<file path="src/rtl/flash_cmd_pkg.sv">
package flash_cmd_pkg;

    typedef enum logic [3:0] {
        ST_READ, ST_U1, ST_U2, ST_E_SET, ST_E_U1, ST_E_U2,
        ST_PGM_AD, ST_PGM_RUN, ST_E_WIN, ST_E_RUN, ST_E_WAIT,
        ST_SUSP, ST_BYP_X
    } fsm_t;

    typedef enum logic [3:0] {
        C_OTHER, C_PGM, C_SETUP, C_BYP, C_SUSP, C_RES,
        C_CHIP, C_RST, C_BEXIT, C_ZERO
    } cmd_t;

    localparam logic [1:0] AOP_PGM = 2'b01;
    localparam logic [1:0] AOP_ERS = 2'b10;

    localparam logic [10:0] KEY_A = 11'h555;
    localparam logic [10:0] KEY_B = 11'h2AA;

    function automatic cmd_t classify(input logic [7:0] b);
        case (b)
            8'hA0:   return C_PGM;
            8'h80:   return C_SETUP;
            8'h20:   return C_BYP;
            8'hB0:   return C_SUSP;
            8'h30:   return C_RES;
            8'h10:   return C_CHIP;
            8'hF0:   return C_RST;
            8'h90:   return C_BEXIT;
            8'h00:   return C_ZERO;
            default: return C_OTHER;
        endcase
    endfunction

endpackage

</file>
<file path="src/rtl/flash_cmd_decode.sv">
module flash_cmd_decode
    import flash_cmd_pkg::*;
(
    input  logic [10:0] addr_lo,
    input  logic [7:0]  cmd_byte,
    output logic        unl_a,
    output logic        unl_b,
    output logic        at_key,
    output cmd_t        cmd
);
    always_comb begin
        at_key = (addr_lo == KEY_A);
        unl_a  = at_key && (cmd_byte == 8'hAA);
        unl_b  = (addr_lo == KEY_B) && (cmd_byte == 8'h55);
        cmd    = classify(cmd_byte);
    end
endmodule

</file>
<file path="src/rtl/flash_erase_queue.sv">
module flash_erase_queue #(
    parameter int NUM_SECT = 8,
    parameter int IDX_W    = 3
) (
    input  logic                clk,
    input  logic                rst,
    input  logic                clr,
    input  logic                add_en,
    input  logic [IDX_W-1:0]    add_idx,
    input  logic                load_en,
    input  logic [NUM_SECT-1:0] load_mask,
    input  logic                ret_en,
    input  logic [IDX_W-1:0]    ret_idx,
    output logic [NUM_SECT-1:0] pend,
    output logic                any,
    output logic [IDX_W-1:0]    next_idx
);
    always_ff @(posedge clk) begin
        if (rst || clr) begin
            pend <= '0;
        end else begin
            if (load_en) pend <= load_mask;
            if (add_en)  pend[add_idx] <= 1'b1;
            if (ret_en)  pend[ret_idx] <= 1'b0;
        end
    end

    // lowest pending sector wins
    always_comb begin
        next_idx = '0;
        for (int i = NUM_SECT - 1; i >= 0; i--) begin
            if (pend[i]) next_idx = IDX_W'(i);
        end
        any = |pend;
    end
endmodule

</file>
<file path="src/rtl/flash_cmd_ctrl.sv">
module flash_cmd_ctrl
    import flash_cmd_pkg::*;
#(
    parameter int ADDR_W    = 16,
    parameter int SECT_BITS = 3,
    parameter int DATA_W    = 16,
    parameter int WIN_CYC   = 8
) (
    input  logic                        clk,
    input  logic                        rst,
    input  logic                        host_ce,
    input  logic                        host_we,
    input  logic [ADDR_W-1:0]           host_addr,
    input  logic [DATA_W-1:0]           host_data,
    input  logic [(1<<SECT_BITS)-1:0]   prot_mask,
    input  logic                        temp_unprot,
    input  logic                        arr_done,
    output logic                        arr_start,
    output logic [1:0]                  arr_op,
    output logic [ADDR_W-1:0]           arr_addr,
    output logic [DATA_W-1:0]           arr_data,
    output logic                        busy,
    output logic                        suspended,
    output logic                        bypass,
    output logic                        rd_ok
);
    localparam int NUM_SECT = 1 << SECT_BITS;
    localparam int OFF_W    = ADDR_W - SECT_BITS;
    localparam int WIN_W    = $clog2(WIN_CYC + 1);

    fsm_t                 state, st_n, home;
    logic                 byp_q, byp_n, susp_q, susp_n, sreq_q, sreq_n;
    logic [WIN_W-1:0]     win_q, win_n;
    logic                 start_q, start_n;
    logic [1:0]           op_q, op_n;
    logic [ADDR_W-1:0]    aaddr_q, aaddr_n;
    logic [DATA_W-1:0]    adata_q, adata_n;

    logic                 wr, unl_a, unl_b, at_key;
    cmd_t                 cmd;
    logic [SECT_BITS-1:0] sect_w, sect_r, sect_run;
    logic [NUM_SECT-1:0]  prot_eff, pend_q;
    logic                 q_clr, q_add, q_load, q_ret, q_any;
    logic [SECT_BITS-1:0] q_next;

    assign wr       = host_ce && host_we;
    assign sect_w   = host_addr[ADDR_W-1 -: SECT_BITS];
    assign sect_r   = sect_w;
    assign sect_run = aaddr_q[ADDR_W-1 -: SECT_BITS];
    assign prot_eff = temp_unprot ? '0 : prot_mask;
    assign home     = susp_q ? ST_SUSP : ST_READ;

    flash_cmd_decode u_dec (
        .addr_lo  (host_addr[10:0]),
        .cmd_byte (host_data[7:0]),
        .unl_a    (unl_a),
        .unl_b    (unl_b),
        .at_key   (at_key),
        .cmd      (cmd)
    );

    flash_erase_queue #(.NUM_SECT(NUM_SECT), .IDX_W(SECT_BITS)) u_queue (
        .clk       (clk),
        .rst       (rst),
        .clr       (q_clr),
        .add_en    (q_add),
        .add_idx   (sect_w),
        .load_en   (q_load),
        .load_mask (~prot_eff),
        .ret_en    (q_ret),
        .ret_idx   (sect_run),
        .pend      (pend_q),
        .any       (q_any),
        .next_idx  (q_next)
    );

    always_comb begin
        st_n = state;  byp_n = byp_q;  susp_n = susp_q;  sreq_n = sreq_q;
        win_n = win_q; start_n = 1'b0; op_n = op_q;
        aaddr_n = aaddr_q; adata_n = adata_q;
        q_clr = 1'b0; q_add = 1'b0; q_load = 1'b0; q_ret = 1'b0;
        case (state)
            ST_READ: if (wr) begin
                if (byp_q) begin
                    if (cmd == C_PGM)        st_n = ST_PGM_AD;
                    else if (cmd == C_BEXIT) st_n = ST_BYP_X;
                end else if (unl_a) begin
                    st_n = ST_U1;
                end
            end
            ST_SUSP: if (wr) begin
                if (cmd == C_RES) begin
                    susp_n = 1'b0;
                    st_n   = ST_E_RUN;
                end else if (unl_a) begin
                    st_n = ST_U1;
                end
            end
            ST_U1: if (wr) st_n = unl_b ? ST_U2 : home;
            ST_U2: if (wr) begin
                st_n = home;
                if (at_key) begin
                    if (cmd == C_PGM)                     st_n  = ST_PGM_AD;
                    else if (cmd == C_SETUP && !susp_q)   st_n  = ST_E_SET;
                    else if (cmd == C_BYP && !susp_q)     byp_n = 1'b1;
                end
            end
            ST_E_SET: if (wr) st_n = unl_a ? ST_E_U1 : ST_READ;
            ST_E_U1:  if (wr) st_n = unl_b ? ST_E_U2 : ST_READ;
            ST_E_U2: if (wr) begin
                st_n = ST_READ;
                if (cmd == C_CHIP && at_key) begin
                    q_load = 1'b1;
                    st_n   = ST_E_RUN;
                end else if (cmd == C_RES) begin
                    q_add = !prot_eff[sect_w];
                    win_n = WIN_W'(WIN_CYC);
                    st_n  = ST_E_WIN;
                end
            end
            ST_E_WIN: begin
                if (wr && cmd == C_RES) begin
                    q_add = !prot_eff[sect_w];
                    win_n = WIN_W'(WIN_CYC);
                end else if (wr) begin
                    q_clr = 1'b1;
                    st_n  = ST_READ;
                end else if (win_q == '0) begin
                    st_n = ST_E_RUN;
                end else begin
                    win_n = win_q - 1'b1;
                end
            end
            ST_E_RUN: begin
                if (!q_any) begin
                    st_n = ST_READ; susp_n = 1'b0; sreq_n = 1'b0;
                end else if (sreq_q || (wr && cmd == C_SUSP)) begin
                    sreq_n = 1'b0; susp_n = 1'b1; st_n = ST_SUSP;
                end else begin
                    start_n = 1'b1;
                    op_n    = AOP_ERS;
                    aaddr_n = {q_next, {OFF_W{1'b0}}};
                    st_n    = ST_E_WAIT;
                end
            end
            ST_E_WAIT: begin
                if (wr && cmd == C_SUSP) sreq_n = 1'b1;
                if (arr_done) begin
                    q_ret = 1'b1;
                    st_n  = ST_E_RUN;
                end
            end
            ST_PGM_AD: if (wr) begin
                st_n = home;
                if (!prot_eff[sect_w] && !(susp_q && pend_q[sect_w])) begin
                    start_n = 1'b1;
                    op_n    = AOP_PGM;
                    aaddr_n = host_addr;
                    adata_n = host_data;
                    st_n    = ST_PGM_RUN;
                end
            end
            ST_PGM_RUN: if (arr_done) st_n = home;
            ST_BYP_X: if (wr) begin
                st_n = ST_READ;
                if (cmd == C_ZERO) byp_n = 1'b0;
            end
            default: st_n = ST_READ;
        endcase
    end

    always_ff @(posedge clk) begin
        if (rst) begin
            state   <= ST_READ;
            byp_q   <= 1'b0;
            susp_q  <= 1'b0;
            sreq_q  <= 1'b0;
            win_q   <= '0;
            start_q <= 1'b0;
            op_q    <= '0;
            aaddr_q <= '0;
            adata_q <= '0;
        end else begin
            state   <= st_n;
            byp_q   <= byp_n;
            susp_q  <= susp_n;
            sreq_q  <= sreq_n;
            win_q   <= win_n;
            start_q <= start_n;
            op_q    <= op_n;
            aaddr_q <= aaddr_n;
            adata_q <= adata_n;
        end
    end

    always_comb begin
        busy = (state == ST_PGM_RUN) || (state == ST_E_WIN) ||
               (state == ST_E_RUN)   || (state == ST_E_WAIT);
        rd_ok = !busy && !(susp_q && pend_q[sect_r]);
    end

    assign arr_start = start_q;
    assign arr_op    = op_q;
    assign arr_addr  = aaddr_q;
    assign arr_data  = adata_q;
    assign suspended = susp_q;
    assign bypass    = byp_q;
endmodule

</file>
<file path="config.mk">
export PLATFORM = sky130hd
export DESIGN_NAME = flash_cmd_ctrl
export DESIGN_NICKNAME = d
export VERILOG_FILES = /design/src/rtl/flash_cmd_pkg.sv /design/src/rtl/flash_cmd_decode.sv /design/src/rtl/flash_erase_queue.sv /design/src/rtl/flash_cmd_ctrl.sv
export SDC_FILE = /design/constraint.sdc
export NUM_CORES = 1
export LEC_CHECK = 0
export BUFFER_PORTS_ARGS = -buffer_cell sky130_fd_sc_hd__buf_2
export CORE_UTILIZATION = 25
export CTS_CLUSTER_DIAMETER = 100
export CTS_CLUSTER_SIZE = 40
export DETAILED_ROUTE_END_ITERATION = 7
export PLACE_DENSITY_LB_ADDON = 0.1
export SLEW_MARGIN = 20
export SYNTH_ARGS = -nofsm -noshare
export SYNTH_HDL_FRONTEND = slang
export SYNTH_SLANG_ARGS = --single-unit
</file>
<file path="constraint.sdc">
create_clock -name clk -period 3.6 [get_ports clk]
set_input_delay 0.18 -clock clk [delete_from_list [all_inputs] [get_ports clk]]
set_output_delay 0.18 -clock clk [all_outputs]
set_load 0.005 [all_outputs]
</file>
Word-level counts from Yosys, hierarchy flattened
Cells that the tools add are included.
{"block": "word_totals", "reg_bits": 54, "output_inout_bits": 39}
{"block": "classes", "addsub": 1, "n_lt_le_gt_ge": 4, "n_eq_ne": 61, "muxes": 107, "bitwise_logic": 4, "n_reduce_logical": 38}
{"operator": "$mux 4", "count": 34}
{"operator": "$mux 16", "count": 4}
{"operator": "$pmux 4 s13", "count": 1}
{"operator": "$eq 8x8->1 const B", "count": 6}
{"operator": "$mux 8", "count": 6}
{"operator": "$ne 2x2->1 const B", "count": 24}
{"operator": "$pmux 4 s9", "count": 1}
{"operator": "$mux 1", "count": 35}
{"operator": "$pmux 16 s2", "count": 1}
{"operator": "$mux 3", "count": 10}
{"operator": "$eq 4x3->1 const B", "count": 7}
{"operator": "$eq 4x4->1 const B", "count": 7}
{"operator": "$eq 4x2->1 const B", "count": 4}
{"operator": "$eq 8x6->1 const B", "count": 2}
{"operator": "$not 8->8", "count": 2}
{"operator": "$reduce_and 14->1", "count": 1}
{"operator": "$logic_and 1x1->1", "count": 13}
{"operator": "$ne 3x3->1 const B", "count": 4}
{"operator": "$eq 11x10->1 const B", "count": 1}
{"operator": "$eq 11x11->1 const B", "count": 1}
{"operator": "$pmux 1 s2", "count": 5}
{"operator": "$reduce_bool 2->1", "count": 5}
{"operator": "$and 8x8->8", "count": 1}
{"operator": "$eq 4x1->1 const B", "count": 2}
{"operator": "other kinds (22)", "count": 38}

Depth between registers and ports, before layout
{"block": "logic_depth", "word_depth": 14, "depth_mapped": 9, "mapped_depth_nobuf": 8}

Cells and area by module
Synthesis repeated with hierarchy kept, for this count alone.
{"block": "unflattened", "cells_unflattened": 384, "hier_area_um2": 3360.7}
{"mod": "flash_cmd_ctrl", "instances": 1, "cells_per_inst": 295, "area_per_inst_um2": 2617.5}
{"mod": "flash_erase_queue", "instances": 1, "cells_per_inst": 57, "area_per_inst_um2": 526.8}
{"mod": "flash_cmd_decode", "instances": 1, "cells_per_inst": 32, "area_per_inst_um2": 216.5}

Worst setup path before layout
OpenSTA, ideal clock, no wires.
{"block": "synth_path", "kind": "register to register", "from": "register u_queue.pend[0]", "to": "register op_q[1], in the netlist arr_op[1]", "setup_ps": 116, "t_arrival_ps": 1843, "t_required_ps": 3484, "setup_slack_ps": 1641, "stages_incl_launch_ff": 8, "cell_sequence": "dfxtp_1 or4_4 o2111ai_4 nor2_2 a31o_1 buf_6 buf_6 o211a_1"}
{"block": "synth_via", "elab_chain_cells": 7}
{"item": "from (decl)", "line_no": "flash_erase_queue.sv:14", "rtl": "output logic [NUM_SECT-1:0] pend,"}
{"item": "from (signal assigned)", "line_no": "flash_erase_queue.sv:22", "rtl": "if (load_en) pend <= load_mask;"}
{"item": "$bmux 1 s3", "line_no": "flash_cmd_ctrl.sv:155", "rtl": "if (!prot_eff[sect_w] && !(susp_q && pend_q[sect_w])) begin"}
{"item": "$mux 1 (not written as such)", "line_no": "flash_cmd_ctrl.sv:155"}
{"item": "$logic_and 1x1->1", "line_no": "flash_cmd_ctrl.sv:155"}
{"item": "$logic_not 1->1", "line_no": "flash_cmd_ctrl.sv:155"}
{"item": "$logic_and 1x1->1", "line_no": "flash_cmd_ctrl.sv:155"}
{"item": "$ne 2x2->1 (no line)"}
{"item": "$reduce_and 5->1 (no line) (*)"}
{"item": "to (signal assigned)", "line_no": "flash_cmd_ctrl.sv:190", "rtl": "op_q <= op_n;"}
{"item": "to (decl)", "line_no": "flash_cmd_ctrl.sv:35", "rtl": "logic [1:0] op_q, op_n;"}
Mark *: on every way between the ends. The rest lies on a longest branch, timed or not. The select of a mux whose other input is x is not followed.
A chain may end at the register's enable or synchronous reset.

Final worst setup path
{"block": "layout_path", "from": "register state[2]", "to": "register aaddr_q[13], in the netlist arr_addr[13]"}
{"block": "layout_via", "elab_chain_cells": 3}
{"item": "from (decl)", "line_no": "flash_cmd_ctrl.sv:31", "rtl": "fsm_t state, st_n, home;"}
{"item": "from (signal assigned)", "line_no": "flash_cmd_ctrl.sv:184", "rtl": "state <= st_n;"}
{"item": "$eq 4x3->1 or $eq 4x4->1 (tied branches)", "line_no": "flash_cmd_ctrl.sv:82", "rtl": "case (state)"}
{"item": "$ne 2x2->1 (no line) or $reduce_bool 2->1 (tied branches)"}
{"item": "$reduce_and 5->1 (no line)"}
{"item": "to (signal assigned)", "line_no": "flash_cmd_ctrl.sv:191", "rtl": "aaddr_q <= aaddr_n;"}
{"item": "to (decl)", "line_no": "flash_cmd_ctrl.sv:36", "rtl": "logic [ADDR_W-1:0] aaddr_q, aaddr_n;"}
Parallel ways exist; a longest one is shown, timed or not.

==> results.yml <==
placed_design:
  dp.cells: 626
  dp_hpwl_um: 7660
  port_buffers: 84
  gp_congestion: 0.801
pwr:
  power_frac_clock_pct: 48.5
  p_switching_uw: 292
  comb_power_share_pct: 7.0
  p_sw_share_pct: 21.7
  vdd_drop_max_v: 0.000161
  powerDensity_nw_per_um2: 336
  fin_total_pwr_mw: 1.34
  p_int_mw: 1.05
  power.share.sequential_pct: 44.5
  leakage_nw: 1.63
timing:
  worst_slew_pin_slew_ps: 796
  setup_viol: 0
  slew_headroom_pct: 46.5
  fin_tns_setup_ps: 0
  min_period_over_period_pct: 77.5
  final-hold-violation-count: 0
  max_freq_mhz: 358
  rsz0062_at_grt: "no"
  slew_viol_final: 0
  fin_skew_ps: 5.94
  min_period_ps: 2790
synth:
  ys_warn_count: 0
  synth_area_leaders: "dfxtp_1, mux2i_1, nor2_1"
  synth_ff_type: "dfxtp_1"
  synthCells: 391
  synth_top_area_cell: "dfxtp_1"
  avgSynthCellArea_sq_um: 8.38
  synth.ff_latch_count: 54
  synth_area_sq_um: 3280
  synth-edff-count: 0
  synthArstFlopShare_pct: 0
  synth_top_area_share_pct: 33.0
  synthesis.nets: 438
  ys_types: 70
  yosysSeqAreaShare_pct: 33.0
global_route:
  grt_use_total_pct: 15.7
  overflow: 0
  grt_pass1_wl_um: 16400
  grt_pass1_vias: 3045
  grt_max_degree: 37
  antenna_found_initial: 0
setup_path:
  cpPeakStageDelay_ps: 720
  crit_path_end_kind: "flip-flop"
  rr_worst_depth: 7
  cp_max_fo: 22
  cp-startpoint: "state[2]"
  ff2ff_setup_slack_ps: 810
  slowest_stage: "dfxtp_1"
  worstSetupPathType: "reg -> reg"
  rr_endpoint: "arr_addr[13]"
  cp_cell_sequence: "nand2_1 -> nor3_2 -> buf_4 -> a21boi_2 -> a31o_1 -> o311a_1 -> a211oi_2"
  reg2reg_from: "state[2]"
  worstPathArrival_ps: 2960
  crit_required_ps: 3770
  critPathLaunchType: "flip-flop"
cts:
  clkTransAtPathRegs_ps: 70
  cts.sinks: 54
  cts_setup_buffers: 0
  cts_buffer_depth: 2
  cts_tree: "built"
  postCtsResizedCells: 0
  ctsHoldBuffers: 0
  htree_levels: 2
  ctsRootBufferMaster: "clkbuf_16"
  clkLatencyLatePin_ps: 300
  numCtsBuffers: 5
cells_and_area:
  nNetsFinal: 508
  antennaDiodeCount: 0
  fillers: 1428
  finalNonFillerCells: 634
  syn2layout_area_growth_pct: 22.2
  layout-drive-gt1-share_pct: 24.7
outcome:
  status: "complete, no violations"
hold_path:
  min_path_type: "in -> reg"
  worstHoldPathCells: 3
  hp-start: "host_data[11]"
  whs_endpoint: "arr_data[11]"
floorplanning:
  die_h_um: 116
  rows: 41
  top_level_ports: 85
  core_area_sq_um: 12700
  start_util_pct: 25.7
  die_width_um: 116
  dieArea_sq_um: 13600
drt:
  first_pass_iters: 4
  drt_iter0_drc: 210
  routed_wirelength_um: 10400
  vias_per_cell: 5.11
  wl_per_cell_um: 16.3
  vias: 3239
  ant_nets: 0
  drc_errors: 0
flow_run:
  maxCapViolCount: 0
## cell usage in the layout (no fill, tap or decap), types with 3 or more instances in the layout
cell type	n
nor2_1	40
a31oi_1	4
clkbuf_16	5
a311oi_1	3
and3_1	3
a22o_1	3
nor2b_1	11
a21oi_1	26
and2_1	6
nor3b_1	3
nor3_1	9
nor3_2	4
inv_1	9
mux2i_1	24
nand3b_1	8
o21ai_0	14
a211oi_1	6
a32o_1	3
buf_2	84
a221oi_1	8
nand2_1	35
nand3_1	24
or3_1	3
buf_4	4
nor4_1	3
nand4_1	3
and4b_1	3
dfxtp_1	54
nand2b_1	7
nor4b_1	4
## cell usage after synthesis, types with 2 or more instances
master / n
dfxtp_1: 54
nor2_1: 40
nand2_1: 35
a21oi_1: 26
mux2i_1: 24
nand3_1: 24
o21ai_0: 14
nor2b_1: 11
nor3_1: 10
clkbuf_1: 9
inv_1: 9
a221oi_1: 8
buf_2: 8
nand3b_1: 8
nand2b_1: 7
a211oi_1: 6
and2_1: 6
a31oi_1: 4
buf_6: 4
nor4b_1: 4
a22o_1: 3
a311oi_1: 3
a32o_1: 3
and3_1: 3
and4b_1: 3
nand4_1: 3
nor3_2: 3
nor3b_1: 3
nor4_1: 3
or3_1: 3
a2bb2oi_1: 2
buf_1: 2
buf_4: 2
nor4_4: 2
nor4b_2: 2
nor4bb_1: 2
o21a_1: 2
o22ai_1: 2
o32ai_1: 2
or4_4: 2
## worst max-delay path by stage
stage,endpoint,cells past startpoint
after CTS,arr_addr[13],7
final,arr_addr[13],7
after detailed placement,arr_addr[13],7
after global routing,arr_addr[13],7
after floorplan,arr_op[1],7
after global placement,arr_addr[13],7
## per-stage QoR
| stage | worst slack (ps) | util [%] | hold WS [ps] | instance area (sq um) |
|---|---|---|---|---|
| 3_3_place_gp | 975 | 29.9 | 410 | 3800 |
| 5_1_grt | 646 | 31.5 | 123 | 4000 |
| 4_1_cts | 815 | 31.5 | 101 | 4000 |
| 2_1_floorplan | 1640 | - | 324 | 3280 |
| 6_report | 810 | 31.5 | 108 | 4000 |
| 3_5_place_dp | 830 | 29.9 | 419 | 3800 |
## power groups by stage
stage | clock [mW] | combinational, mW | sequential (mW)
global route | 0.693 | 0.103 | 0.599
detailed placement | 0 | 0.0949 | 0.613
CTS | 0.676 | 0.0952 | 0.599
global placement | 0 | 0.0956 | 0.613
floorplan | 0 | 0.0457 | 0.612
finish | 0.651 | 0.0941 | 0.599
## registers in the layout, summed over array words and instances, names as in the netlist
| name | cells |
|---|---|
| bypass | 1 |
| sreq_q | 1 |
| arr_start | 1 |
| arr_addr | 16 |
| u_queue.pend | 8 |
| arr_data | 16 |
| suspended | 1 |
| win_q | 4 |
| arr_op | 2 |
| state | 4 |
## layout make-up
cell class,instances,area (sq um),share of cell area (%)
clock buffer,6,139,3.47
sequential,54,1080,27.0
clock inverter,2,60.1,1.50
timing repair buffer,88,450,11.3
multi-input combinational,303,2020,50.6
inverter,9,33.8,0.844
tap,172,215,5.37
## critical path: cells and delay by family (launching register included)
kind	cells	cell delay, ps
compound gates	4	1350
buf+inv	1	270
flops	1	720
simple gates	2	310
## logic make-up (layout without fill, tap and decap cells)
family | count (synthesis) | after routing | synth area share [%]
muxes | 26 | 26 | 8.02
buffers and inverters | 34 | 105 | 5.35
AOI/OAI and AO/OA | 94 | 94 | 21.5
xor gates and xnor gates | 1 | 1 | 0.267
adders and majority gates | 1 | 1 | 0.382
and+or+nand+nor | 181 | 181 | 31.5
DFF | 54 | 54 | 33.0
## per-layer routing
layer  wire (um)  vias up  track usage, %
li1            -     1597               -
met1        4920     1512            21.3
met2        4560      122            24.2
met3         780        8            4.31
met4         108        0            4.27
met5           0        -               0
(Power assumes the default switching activity.)
